## config.mk

```make
export PLATFORM = sky130hd
export DESIGN_NAME = pkt_slot_alloc
export DESIGN_NICKNAME = d
export VERILOG_FILES = /design/src/rtl/pkt_slot_alloc_pkg.sv /design/src/rtl/pa_fifo.sv /design/src/rtl/pa_slot_map.sv /design/src/rtl/pa_busy_timer.sv /design/src/rtl/pkt_slot_alloc.sv
export SDC_FILE = /design/constraint.sdc
export NUM_CORES = 1
export LEC_CHECK = 0
export BUFFER_PORTS_ARGS = -buffer_cell sky130_fd_sc_hd__buf_2
export CAP_MARGIN = 5
export CORE_MARGIN = 5
export CORE_UTILIZATION = 35
export DETAILED_ROUTE_END_ITERATION = 10
export GPL_TIMING_DRIVEN = 0
export MAX_ROUTING_LAYER = met4
export PLACE_DENSITY = 0.65
export SETUP_SLACK_MARGIN = 0.4
export SYNTH_ARGS = -nofsm -noshare
export SYNTH_HDL_FRONTEND = slang
export SYNTH_HIERARCHICAL = 1
export SYNTH_SLANG_ARGS = --single-unit
```

## constraint.sdc

```tcl
create_clock -name clk -period 3.55 [get_ports clk]
set_input_delay 0.1775 -clock clk [delete_from_list [all_inputs] [get_ports clk]]
set_output_delay 0.1775 -clock clk [all_outputs]
set_load 0.01 [all_outputs]
```

## src/rtl/pkt_slot_alloc_pkg.sv

```systemverilog
package pkt_slot_alloc_pkg;
   typedef enum logic [2:0] {
      OP_NOP     = 3'd0,
      OP_ALLOC   = 3'd1,
      OP_RESET   = 3'd2,
      OP_RELEASE = 3'd3,
      OP_FREE    = 3'd4,
      OP_ENQUEUE = 3'd5
   } slot_op_e;

   localparam int UNIT_BYTES = 2048;
endpackage

```

## src/rtl/pa_fifo.sv

```systemverilog
module pa_fifo #(
   parameter int DEPTH = 4,
   parameter int W     = 8
) (
   input  logic         clk,
   input  logic         rst_n,
   input  logic         clr,
   input  logic         push,
   input  logic [W-1:0] push_data,
   input  logic         pop,
   output logic [W-1:0] head,
   output logic         empty,
   output logic         full
);
   localparam int AW = (DEPTH > 1) ? $clog2(DEPTH) : 1;
   localparam int CW = $clog2(DEPTH + 1);

   if (DEPTH < 1) begin : g_bad_depth
      $error("pa_fifo: DEPTH must be at least 1");
   end

   logic [W-1:0]  mem [DEPTH];
   logic [AW-1:0] rd_ptr, wr_ptr;
   logic [CW-1:0] cnt;
   logic          do_push, do_pop;

   function automatic logic [AW-1:0] step(input logic [AW-1:0] p);
      return (p == AW'(DEPTH - 1)) ? '0 : p + AW'(1);
   endfunction

   assign empty   = (cnt == '0);
   assign full    = (cnt == CW'(DEPTH));
   assign do_push = push && !full;
   assign do_pop  = pop && !empty;
   assign head    = mem[rd_ptr];

   always_ff @(posedge clk or negedge rst_n) begin
      if (!rst_n) begin
         rd_ptr <= '0;
         wr_ptr <= '0;
         cnt    <= '0;
      end else if (clr) begin
         rd_ptr <= '0;
         wr_ptr <= '0;
         cnt    <= '0;
      end else begin
         if (do_push) wr_ptr <= step(wr_ptr);
         if (do_pop)  rd_ptr <= step(rd_ptr);
         cnt <= cnt + CW'(do_push) - CW'(do_pop);
      end
   end

   always_ff @(posedge clk) begin
      if (do_push && !clr) mem[wr_ptr] <= push_data;
   end

   // a push into a full queue is dropped
   assert_no_overflow_R7: assert property (@(posedge clk) disable iff (!rst_n)
      (full && push && !pop && !clr) |=> $stable(cnt));

   // a pop of a non-empty queue removes exactly one entry
   assert_pop_drains_R9: assert property (@(posedge clk) disable iff (!rst_n)
      (pop && !empty && !push && !clr) |=> ((cnt + CW'(1)) == $past(cnt)));
endmodule

```

## src/rtl/pa_slot_map.sv

```systemverilog
module pa_slot_map #(
   parameter int NUM_SLOTS = 4,
   parameter int IDX_W     = 2
) (
   input  logic                 clk,
   input  logic                 rst_n,
   input  logic                 clr,
   input  logic                 take_a,
   input  logic                 take_b,
   input  logic                 rel_a_en,
   input  logic [IDX_W-1:0]     rel_a_idx,
   input  logic                 rel_b_en,
   input  logic [IDX_W-1:0]     rel_b_idx,
   output logic [NUM_SLOTS-1:0] free_map,
   output logic                 a_ok,
   output logic [IDX_W-1:0]     a_idx,
   output logic                 b_ok,
   output logic [IDX_W-1:0]     b_idx
);
   if ((1 << IDX_W) < NUM_SLOTS) begin : g_bad_idx
      $error("pa_slot_map: IDX_W too narrow for NUM_SLOTS");
   end

   logic [NUM_SLOTS-1:0] a_mask, b_avail, take_mask, rel_mask;

   // lowest free slot for the host grant
   always_comb begin
      a_ok  = 1'b0;
      a_idx = '0;
      for (int i = NUM_SLOTS - 1; i >= 0; i--) begin
         if (free_map[i]) begin
            a_ok  = 1'b1;
            a_idx = IDX_W'(i);
         end
      end
   end

   for (genvar g = 0; g < NUM_SLOTS; g++) begin : g_amask
      assign a_mask[g] = take_a && a_ok && (a_idx == IDX_W'(g));
   end

   assign b_avail = free_map & ~a_mask;

   // lowest slot left over for the receive claim
   always_comb begin
      b_ok  = 1'b0;
      b_idx = '0;
      for (int i = NUM_SLOTS - 1; i >= 0; i--) begin
         if (b_avail[i]) begin
            b_ok  = 1'b1;
            b_idx = IDX_W'(i);
         end
      end
   end

   for (genvar g = 0; g < NUM_SLOTS; g++) begin : g_masks
      assign take_mask[g] = a_mask[g] || (take_b && b_ok && (b_idx == IDX_W'(g)));
      assign rel_mask[g]  = (rel_a_en && (rel_a_idx == IDX_W'(g))) ||
                            (rel_b_en && (rel_b_idx == IDX_W'(g)));
   end

   always_ff @(posedge clk or negedge rst_n) begin
      if (!rst_n)   free_map <= '1;
      else if (clr) free_map <= '1;
      else          free_map <= (free_map & ~take_mask) | rel_mask;
   end

   // a clear frees all slots
   assert_clear_frees_R10: assert property (@(posedge clk) disable iff (!rst_n)
      clr |=> (&free_map));

   // the granted slot is no longer free
   assert_grant_taken_R2: assert property (@(posedge clk) disable iff (!rst_n)
      (take_a && a_ok && !clr && !rel_a_en && !rel_b_en) |=> !free_map[$past(a_idx)]);

   // host grant and receive claim never share a slot
   assert_split_grant_R8: assert property (@(posedge clk) disable iff (!rst_n)
      (take_a && a_ok && take_b && b_ok) |-> (a_idx != b_idx));
endmodule

```

## src/rtl/pa_busy_timer.sv

```systemverilog
module pa_busy_timer #(
   parameter int CYCLES = 2
) (
   input  logic clk,
   input  logic rst_n,
   input  logic start,
   output logic busy
);
   localparam int CW = $clog2(CYCLES + 1);

   if (CYCLES < 1) begin : g_bad_cycles
      $error("pa_busy_timer: CYCLES must be at least 1");
   end

   logic [CW-1:0] cnt;

   always_ff @(posedge clk or negedge rst_n) begin
      if (!rst_n)          cnt <= '0;
      else if (start)      cnt <= CW'(CYCLES);
      else if (cnt != '0)  cnt <= cnt - CW'(1);
   end

   assign busy = (cnt != '0);

   // an accepted command raises busy in the next cycle
   assert_busy_after_start_R5: assert property (@(posedge clk) disable iff (!rst_n)
      start |=> busy);

   // without a start, an idle timer stays idle
   assert_idle_holds_R12: assert property (@(posedge clk) disable iff (!rst_n)
      (!busy && !start) |=> !busy);
endmodule

```

## src/rtl/pkt_slot_alloc.sv

```systemverilog
module pkt_slot_alloc
   import pkt_slot_alloc_pkg::*;
#(
   parameter int NUM_SLOTS   = 4,
   parameter int SLOT_BYTES  = 2048,
   parameter int PAGE_BYTES  = 256,
   parameter int PAGE_W      = 4,
   parameter int PNUM_W      = 6,
   parameter int FREE_W      = 8,
   parameter int BUSY_CYCLES = 2,
   parameter int RX_DEPTH    = 4,
   parameter int TX_DEPTH    = 4
) (
   input  logic              clk,
   input  logic              rst_n,
   input  logic              cmd_valid,
   input  logic [2:0]        cmd_op,
   input  logic [PAGE_W-1:0] cmd_pages,
   input  logic              pnum_wr,
   input  logic [PNUM_W-1:0] pnum_wdata,
   input  logic              irq_ack,
   input  logic              rx_claim,
   input  logic              tx_pop,
   output logic              busy,
   output logic              alloc_int,
   output logic              alloc_fail,
   output logic [PNUM_W-1:0] alloc_pnum,
   output logic              rx_empty,
   output logic [PNUM_W-1:0] rx_head,
   output logic              tx_empty,
   output logic [PNUM_W-1:0] tx_head,
   output logic [FREE_W-1:0] free_units
);
   localparam int IDX_W          = (NUM_SLOTS > 1) ? $clog2(NUM_SLOTS) : 1;
   localparam int MAX_PAGE_CODE  = SLOT_BYTES / PAGE_BYTES - 1;
   localparam int UNITS_PER_SLOT = SLOT_BYTES / UNIT_BYTES;
   localparam int CNT_W          = $clog2(NUM_SLOTS + 1);
   localparam int FULL_UNITS     = NUM_SLOTS * UNITS_PER_SLOT;

   if (SLOT_BYTES % UNIT_BYTES != 0) begin : g_bad_slot
      $error("pkt_slot_alloc: SLOT_BYTES must be a multiple of 2048");
   end
   if (PNUM_W < IDX_W) begin : g_bad_pnum
      $error("pkt_slot_alloc: PNUM_W narrower than slot index");
   end
   if (FULL_UNITS >= (1 << FREE_W)) begin : g_bad_free
      $error("pkt_slot_alloc: FREE_W cannot hold the full memory size");
   end

   slot_op_e             op;
   logic                 accept, is_alloc, is_reset, is_rel, is_free, is_enq;
   logic                 pages_ok, take_a, rx_take;
   logic [PNUM_W-1:0]    pnum_reg;
   logic [NUM_SLOTS-1:0] free_map;
   logic                 a_ok, b_ok, rx_full, tx_full;
   logic [IDX_W-1:0]     a_idx, b_idx;
   logic [CNT_W-1:0]     nfree;

   assign op       = slot_op_e'(cmd_op);
   assign accept   = cmd_valid && !busy &&
                     (op == OP_ALLOC || op == OP_RESET || op == OP_RELEASE ||
                      op == OP_FREE  || op == OP_ENQUEUE);
   assign is_alloc = accept && (op == OP_ALLOC);
   assign is_reset = accept && (op == OP_RESET);
   assign is_rel   = accept && (op == OP_RELEASE);
   assign is_free  = accept && (op == OP_FREE);
   assign is_enq   = accept && (op == OP_ENQUEUE);
   assign pages_ok = (cmd_pages <= PAGE_W'(MAX_PAGE_CODE));
   assign take_a   = is_alloc && pages_ok;
   assign rx_take  = rx_claim && !is_reset && !rx_full;

   always_ff @(posedge clk or negedge rst_n) begin
      if (!rst_n)       pnum_reg <= '0;
      else if (pnum_wr) pnum_reg <= pnum_wdata;
   end

   pa_busy_timer #(.CYCLES(BUSY_CYCLES)) u_busy (
      .clk   (clk),
      .rst_n (rst_n),
      .start (accept),
      .busy  (busy)
   );

   pa_slot_map #(.NUM_SLOTS(NUM_SLOTS), .IDX_W(IDX_W)) u_map (
      .clk       (clk),
      .rst_n     (rst_n),
      .clr       (is_reset),
      .take_a    (take_a),
      .take_b    (rx_take),
      .rel_a_en  (is_rel && !rx_empty),
      .rel_a_idx (rx_head[IDX_W-1:0]),
      .rel_b_en  (is_free && (pnum_reg < PNUM_W'(NUM_SLOTS))),
      .rel_b_idx (pnum_reg[IDX_W-1:0]),
      .free_map  (free_map),
      .a_ok      (a_ok),
      .a_idx     (a_idx),
      .b_ok      (b_ok),
      .b_idx     (b_idx)
   );

   pa_fifo #(.DEPTH(RX_DEPTH), .W(PNUM_W)) u_rxq (
      .clk       (clk),
      .rst_n     (rst_n),
      .clr       (is_reset),
      .push      (rx_take && b_ok),
      .push_data (PNUM_W'(b_idx)),
      .pop       (is_rel),
      .head      (rx_head),
      .empty     (rx_empty),
      .full      (rx_full)
   );

   pa_fifo #(.DEPTH(TX_DEPTH), .W(PNUM_W)) u_txq (
      .clk       (clk),
      .rst_n     (rst_n),
      .clr       (is_reset),
      .push      (is_enq),
      .push_data (pnum_reg),
      .pop       (tx_pop),
      .head      (tx_head),
      .empty     (tx_empty),
      .full      (tx_full)
   );

   // allocation result and sticky interrupt bit
   always_ff @(posedge clk or negedge rst_n) begin
      if (!rst_n) begin
         alloc_pnum <= '0;
         alloc_fail <= 1'b0;
         alloc_int  <= 1'b0;
      end else begin
         if (is_alloc) begin
            alloc_pnum <= (take_a && a_ok) ? PNUM_W'(a_idx) : '0;
            alloc_fail <= !(take_a && a_ok);
         end
         if (is_reset)      alloc_int <= 1'b0;
         else if (is_alloc) alloc_int <= 1'b1;
         else if (irq_ack)  alloc_int <= 1'b0;
      end
   end

   always_comb begin
      nfree = '0;
      for (int i = 0; i < NUM_SLOTS; i++) nfree = nfree + CNT_W'(free_map[i]);
   end

   if (UNITS_PER_SLOT == 1) begin : g_units_direct
      assign free_units = FREE_W'(nfree);
   end else begin : g_units_scaled
      assign free_units = FREE_W'(nfree) * FREE_W'(UNITS_PER_SLOT);
   end

   // an illegal page code fails the allocation
   assert_bad_pages_fail_R3: assert property (@(posedge clk) disable iff (!rst_n)
      (is_alloc && !pages_ok) |=> (alloc_fail && alloc_int && (alloc_pnum == '0)));

   // an acknowledge with no competing event clears the bit
   assert_ack_clears_R4: assert property (@(posedge clk) disable iff (!rst_n)
      (irq_ack && !is_alloc) |=> !alloc_int);

   // after a reset command the whole memory is reported free
   assert_reset_full_free_R11: assert property (@(posedge clk) disable iff (!rst_n)
      is_reset |=> (free_units == FREE_W'(FULL_UNITS)));

   // an enqueue into a non-full queue leaves it non-empty
   assert_enq_lands_R7: assert property (@(posedge clk) disable iff (!rst_n)
      (is_enq && !tx_full) |=> !tx_empty);
endmodule

```

Yosys cells after proc, flatten, opt, wreduce, memory -nomap -nowiden --
Memory sizes are Yosys's and may differ from the RTL's. Cells that the tools add are included. W data, S select, Z words.
Storage, ports and cells: memories 2, memory bits (writable) 32, output and inout port bits 31, bits in registers 34
Cells by class: $add $sub $neg 12, reduce and logical (&&, ||, !) cells 67, order comparisons 2, eq/ne operators 23, muxes and demuxes 41, bitwise logic cells 5
Memory list:
- u_txq.mem | words 4, bits a word 6, rd ports 1, clocked after Yosys merged registers in 0, write ports 1, RTL line pa_fifo.sv:22 | logic [W-1:0] mem [DEPTH];
- u_rxq.mem | words 4, bits a word 2, rd ports 1, clocked after Yosys merged registers in 0, write ports 1, RTL line pa_fifo.sv:22
Operators by type and width (number):
- $mux W2 | 23
- $logic_and A1 B1 Y1 | 35
- $eq A2 B2 Y1 const B | 12
- $mux W1 | 15
- $eq A3 B3 Y1 const B | 4
- $logic_or A1 B1 Y1 | 12
- $reduce_bool A2 Y1 | 6
- $add A3 B1 Y3 | 3
- $add A2 B1 Y2 const B | 4
- $and A4 B4 Y4 | 2
- $eq A2 B1 Y1 const B | 4
- $logic_not A2 Y1 | 4
- $not A4 Y4 | 2
- $logic_not A1 Y1 | 7
- $eq A3 B2 Y1 const B | 2
- $logic_not A3 Y1 | 2
- $lt A6 B3 Y1 const B | 1
- $mux W3 | 2
- $sub A3 B1 Y3 | 2
- $le A4 B3 Y1 const B | 1
- $mux W4 | 1
- $or A4 B4 Y4 | 1
- $add A2 B1 Y3 | 1
- $eq A3 B1 Y1 const B | 1
- 3 further kinds | 3

Longest topological paths before layout --
word-level depth 23, mapped depth 19, mapped depth without buffers 19

Cells and area by module --
The synthesis kept the hierarchy.
By module, submodules not included:
- pa_fifo (u_rxq) | area each 1342.5 um^2, times used 1, cells an instance 79, seq. area each 895.9 um^2
- pa_fifo (u_txq) | area each 1331.3 um^2, times used 1, cells an instance 79, seq. area each 895.9 um^2
- pkt_slot_alloc | area each 683.2 um^2, times used 1, cells an instance 62, seq. area each 250.2 um^2
- pa_slot_map | area each 365.4 um^2, times used 1, cells an instance 51, seq. area each 105.1 um^2
- pa_busy_timer | area each 107.6 um^2, times used 1, cells an instance 11, seq. area each 50.0 um^2

Worst setup path after synthesis --
No wires, ideal clock.
path kind register -> register, start point register u_busy.cnt[0], end point register u_rxq.cnt[2], cell stages (with the launch flop) 20, library setup time 86 ps, buffers on the path 0, path slack -93 ps, data required time 3464 ps, data arrival time 3557 ps, cells stage by stage dfrtp_1 > inv_1 > ha_1 > inv_1 > nand2b_4 > or4b_1 > nor2_1 > and2b_1 > o21ai_0 > o21a_1 > and4bb_2 > nand2_4 > ha_1 > inv_1 > ha_1 > inv_1 > fa_1 > xor2_1 > and2_1 > nor3_1
On the way: cells in the longest elaborated chain, start to end 19, elaborated cells between the ends (all ways) 28
Ends and longest elaborated chain:
- from (decl) | RTL line pa_busy_timer.sv:15 | logic [CW-1:0] cnt;
- from (signal assigned) | RTL line pa_busy_timer.sv:19 | else if (start) cnt <= CW'(CYCLES);
- from (signal assigned) | RTL line pa_busy_timer.sv:20 | else if (cnt != '0) cnt <= cnt - CW'(1);
- $reduce_bool A2 Y1 (*) | RTL line pa_busy_timer.sv:23 | assign busy = (cnt != '0);
- net busy | RTL line pkt_slot_alloc.sv:24 | output logic busy,
- $logic_not A1 Y1 (*) | RTL line pkt_slot_alloc.sv:60 | assign accept = cmd_valid && !busy &&
- $logic_and A1 B1 Y1 (*) (2 in a row) | RTL line pkt_slot_alloc.sv:60
- $logic_and A1 B1 Y1 (*) | RTL line pkt_slot_alloc.sv:63 | assign is_alloc = accept && (op == OP_ALLOC);
- $logic_and A1 B1 Y1 (*) | RTL line pkt_slot_alloc.sv:69 | assign take_a = is_alloc && pages_ok;
- net take_a | RTL line pkt_slot_alloc.sv:52 | logic pages_ok, take_a, rx_take;
- $logic_and A1 B1 Y1 (*) | RTL line pa_slot_map.sv:39 | assign a_mask[g] = take_a && a_ok && (a_idx == IDX_W'(g));
- [3 not listed]
- $mux W1 (3 in a row) | RTL line pa_slot_map.sv:49 | if (b_avail[i]) begin
- $mux W1 (*) | RTL line pa_slot_map.sv:49
- net b_ok | RTL line pkt_slot_alloc.sv:55 | logic a_ok, b_ok, rx_full, tx_full;
- $logic_and A1 B1 Y1 (*) | RTL line pkt_slot_alloc.sv:105 | .push (rx_take && b_ok),
- $logic_and A1 B1 Y1 (*) | RTL line pa_fifo.sv:33 | assign do_push = push && !full;
- $add A3 B1 Y3 (*) | RTL line pa_fifo.sv:49 | cnt <= cnt + CW'(do_push) - CW'(do_pop);
- $sub A3 B1 Y3 (*) | RTL line pa_fifo.sv:49
- $mux W3 (*) | RTL line pa_fifo.sv:42 | end else if (clr) begin
- to (signal assigned) | RTL line pa_fifo.sv:49
- to (decl) | RTL line pa_fifo.sv:24 | logic [CW-1:0] cnt;
Mark *: on every way through the listed nets, which the timed path passes. The rest lies on a longest branch. A chain may end at the register's enable or synchronous reset.

Worst setup path after layout --
start point register u_busy.cnt[0], end point register u_rxq.cnt[2]
On the way: cells in the longest elaborated chain, start to end 19, elaborated cells between the ends (all ways) 28
Ends and longest elaborated chain (RTL line):
- $reduce_bool A2 Y1 (*) | pa_busy_timer.sv:23
- $logic_not A1 Y1 (*) | pkt_slot_alloc.sv:60
- $logic_and A1 B1 Y1 (*) (2 in a row) | pkt_slot_alloc.sv:60
- $logic_and A1 B1 Y1 (*) | pkt_slot_alloc.sv:63
- $logic_and A1 B1 Y1 (*) | pkt_slot_alloc.sv:69
- net take_a | pkt_slot_alloc.sv:52
- $logic_and A1 B1 Y1 (*) | pa_slot_map.sv:39
- $logic_and A1 B1 Y1 | pa_slot_map.sv:39
- [2 not listed]
- $mux W1 (3 in a row) | pa_slot_map.sv:49
- $mux W1 (*) | pa_slot_map.sv:49
- net b_ok | pkt_slot_alloc.sv:55
- $logic_and A1 B1 Y1 (*) | pkt_slot_alloc.sv:105
- $logic_and A1 B1 Y1 (*) | pa_fifo.sv:33
- $add A3 B1 Y3 (*) | pa_fifo.sv:49
- $sub A3 B1 Y3 (*) | pa_fifo.sv:49
- $mux W3 (*) | pa_fifo.sv:42
Marks and branches as above.

==> results by group <==
Setup path
  • Crit path depth: 19
  • CP max FO: 5
  • CP endpoint kind: flop
  • Req. time, crit path: 3830 ps
  • Worst R2R Path Depth: 19
  • CP Launch Point: u_busy/cnt[0]$_DFFE_PN0P_
  • R2R setup slack: 230 ps
  • Critical Path, Cell by Cell: inv_2, ha_4, inv_4, nand2b_4, or4b_4, nor2_4, and2b_2, o21ai_2, o21a_1, and4bb_2, nand2_4, ha_4, inv_2, ha_4, inv_2, fa_2, xor2_2, and2_1, nor3_2
  • Arrival @ worst endpoint: 3600 ps
  • CP bufs+invs: 4
  • Slowest cell on crit path: or4b_4
  • RR Startpoint: u_busy/cnt[0]$_DFFE_PN0P_
  • CP Launch Type: flop
  • Family with the most delay on the worst path: simple AND/OR/NAND/NOR gates
  • Worst path max stage delay: 500 ps
  • Crit Path Category: flop to flop

Min path
  • Worst min-delay path startpoint: pnum_wdata[2]
  • Hold crit path type: input pin to flop
  • Worst hold stages: 2

Power and ir drop
  • Clock power share: 26.0%
  • Combinational Power Share: 34.5%
  • Sw Ratio: 32.36%
  • Leakage: 1.962 nW
  • P_sw: 1.022 mW
  • Cell Pwr Density: 675.9 nW/um^2
  • Seq pwr share: 39.5%
  • Peak supply drop: 0.0002530 V
  • P_int: 2.137 mW

Place
  • Place WS: -41.46 ps
  • Cell count after placement: 483
  • GPL Wtd Cong: 0.7796
  • Post-DP HPWL: 5099 microns
  • Port-buffer cells: 37

Synth
  • Cells after Synth: 282
  • Post-synth top flop: edfxtp_1
  • Post-synth EDFFs: 48
  • Avg Cell Area, Syn: 13.58 sq um
  • Fraction of registers with async set/reset: 38.46%
  • Synthesized area: 3830 sq um
  • Yosys top cell area share: 37.63%
  • Sequential share of the synthesized area: 57.37%
  • Area leader, netlist: edfxtp_1
  • Synthesized flop and latch total: 78
  • Top-count cell post-synth: edfxtp_1
  • Ys Warns: 6
  • Yosys cell types: 54
  • Most frequent cells after synthesis: edfxtp_1, dfrtp_1, inv_1
  • Area contributors post-synth: edfxtp_1, dfrtp_1, mux4_2

Die
  • Die width: 114.6 microns
  • Height of the die: 114.6 microns
  • IO Count: 51
  • Die area: 13,130 sq um
  • Starting density of the core: 35.49%
  • CORE AREA: 10,790 sq um
  • Row cnt: 38

Layout
  • Area grow syn2layout: 22.02%
  • Layout cells sized above 1: 34.42%
  • Fin cells: 509
  • # nets final: 404
  • Fillcell total: 985
  • Register Area: 2197 sq um
  • Inserted Diodes: 0
  • Footprint of the multi-input gates: 1597 sq um

STA
  • Final Max Slew Viols: 0
  • Slew @ Worst Pin: 1003 ps
  • Max_slew headroom: 33.02%
  • RSZ-0062 raised after global routing: true
  • Final Hold Viols: 0
  • Fin crit share: 93.61%
  • Fmax: 300.9 MHz
  • Final min period: 3323 ps
  • Final setup viols: 0
  • Final WS setup: 226.7 ps
  • Setup TNS: 0 ps
  • Worst clock skew: 6.871 ps

Route
  • Post-DRT Antenna Nets: 0
  • Vias/cell: 4.666
  • Wire length per cell: 14.12 microns
  • Via count: 2,375
  • DRC errors left: 0
  • Iter 0 DRT Violations: 99
  • DRT Wirelength: 7187 microns
  • Pre-antenna DRT Iters: 4

GRT
  • Largest net degree at the start of global routing: 31
  • Gr usage total: 12.01%
  • Antenna violations before repair: 0
  • GRT overflow: 0
  • Vias in the first global route: 2,417
  • First-pass GRT wire length: 11,690 microns

Flow run
  • Max-Cap Viols: 0

Clock network
  • Num CTS Buffers: 9
  • CTS tree: done
  • Worst-path clk slew: 80 ps
  • Longest Clk Path Bufs: 2
  • Clock sink total: 78
  • Clock Tree Root: clkbuf_8
  • H-tree level count: 3
  • Clk_lat worst skew: 360 ps

Run status
  • Outcome: complete, no violations
[layer usage]
layer  global-route usage [%]  share of wire (%)  up-vias
met2                    20.29                 52       40
li1                         -                  -     1146
met4                    4.355                1.3        0
met1                    13.54                 42     1179
met5                        -                  0        -
met3                    3.436                4.6       10
[metrics by stage]
stage | hold WS (ps) | utilization [%] | power, mW | instance area, sq um
floorplan | -118.1 | - | 2.019 | 3975
global placement | 273.3 | 40.17 | 2.269 | 4335
detailed placement | 295.8 | 40.17 | 2.318 | 4335
CTS | 38.33 | 43.01 | 3.171 | 4642
global route | 36.21 | 43.30 | 3.372 | 4673
finish | 53.25 | 43.30 | 3.159 | 4673
[kinds of logic (layout without fill, tap and decap cells)]
kind of cell / after synthesis / after routing / synth area share [%]
AOI/OAI and AO/OA: 28 / 28 / 4.672
adders and majority gates: 21 / 21 / 7.383
other: 1 / 25 / 0.09791
and+or+nand+nor: 81 / 81 / 13.17
xor gates and xnor gates: 5 / 5 / 1.143
buffers and inverters: 42 / 105 / 5.096
DFF: 78 / 78 / 57.37
muxes: 26 / 26 / 11.07
[final timing paths]
path	endpoint
worst max-delay path	u_rxq/cnt[2]$_DFF_PN0_
worst min-delay path	pnum_reg[2]$_DFFE_PN0P_
worst max register to register	u_rxq/cnt[2]$_DFF_PN0_
worst min register to register	alloc_pnum[0]$_DFFE_PN0P_
max in group asynchronous	pnum_reg[5]$_DFFE_PN0P_
min in group asynchronous	u_rxq/wr_ptr[0]$_DFFE_PN0P_
[what timing repair did]
action,CTS,global route
hold endpoints to repair,26,0
setup buffers,7,2
pin swaps,5,1
resized for setup,0,3
hold buffers,1,0
setup endpoints to repair,2,26
[layout by cell type (no fill, tap or decap), types with 5 or more instances in the layout]
cell type / n
mux2_2: 10
conb_1: 25
and2_1: 5
buf_4: 18
clkbuf_1: 7
dfrtp_1: 26
inv_1: 17
nor2_1: 19
mux4_2: 12
ha_1: 14
nor3_1: 7
nand2_1: 12
clkbuf_8: 9
buf_2: 40
inv_2: 6
a21oi_1: 7
edfxtp_1: 48
nor3b_1: 9
[power by group through the flow]
stage | combinational, mW | clock [mW] | sequential (mW)
after floorplan | 0.780 | 0 | 1.24
after global placement | 1.01 | 0 | 1.26
after detailed placement | 1.05 | 0 | 1.27
after CTS | 1.08 | 0.841 | 1.25
after global routing | 1.22 | 0.886 | 1.27
final | 1.09 | 0.821 | 1.25
[cell type report]
class                      instances  area share (%)
buffer                            18           2.249
clock buffer                      10           2.731
clock inverter                     6           2.490
inverter                          24           1.981
multi-input combinational        186           34.16
sequential                        78           47.01
tap                              140           3.748
timing repair buffer              47           5.622
No activity file was read; power rests on OpenSTA's default activity.
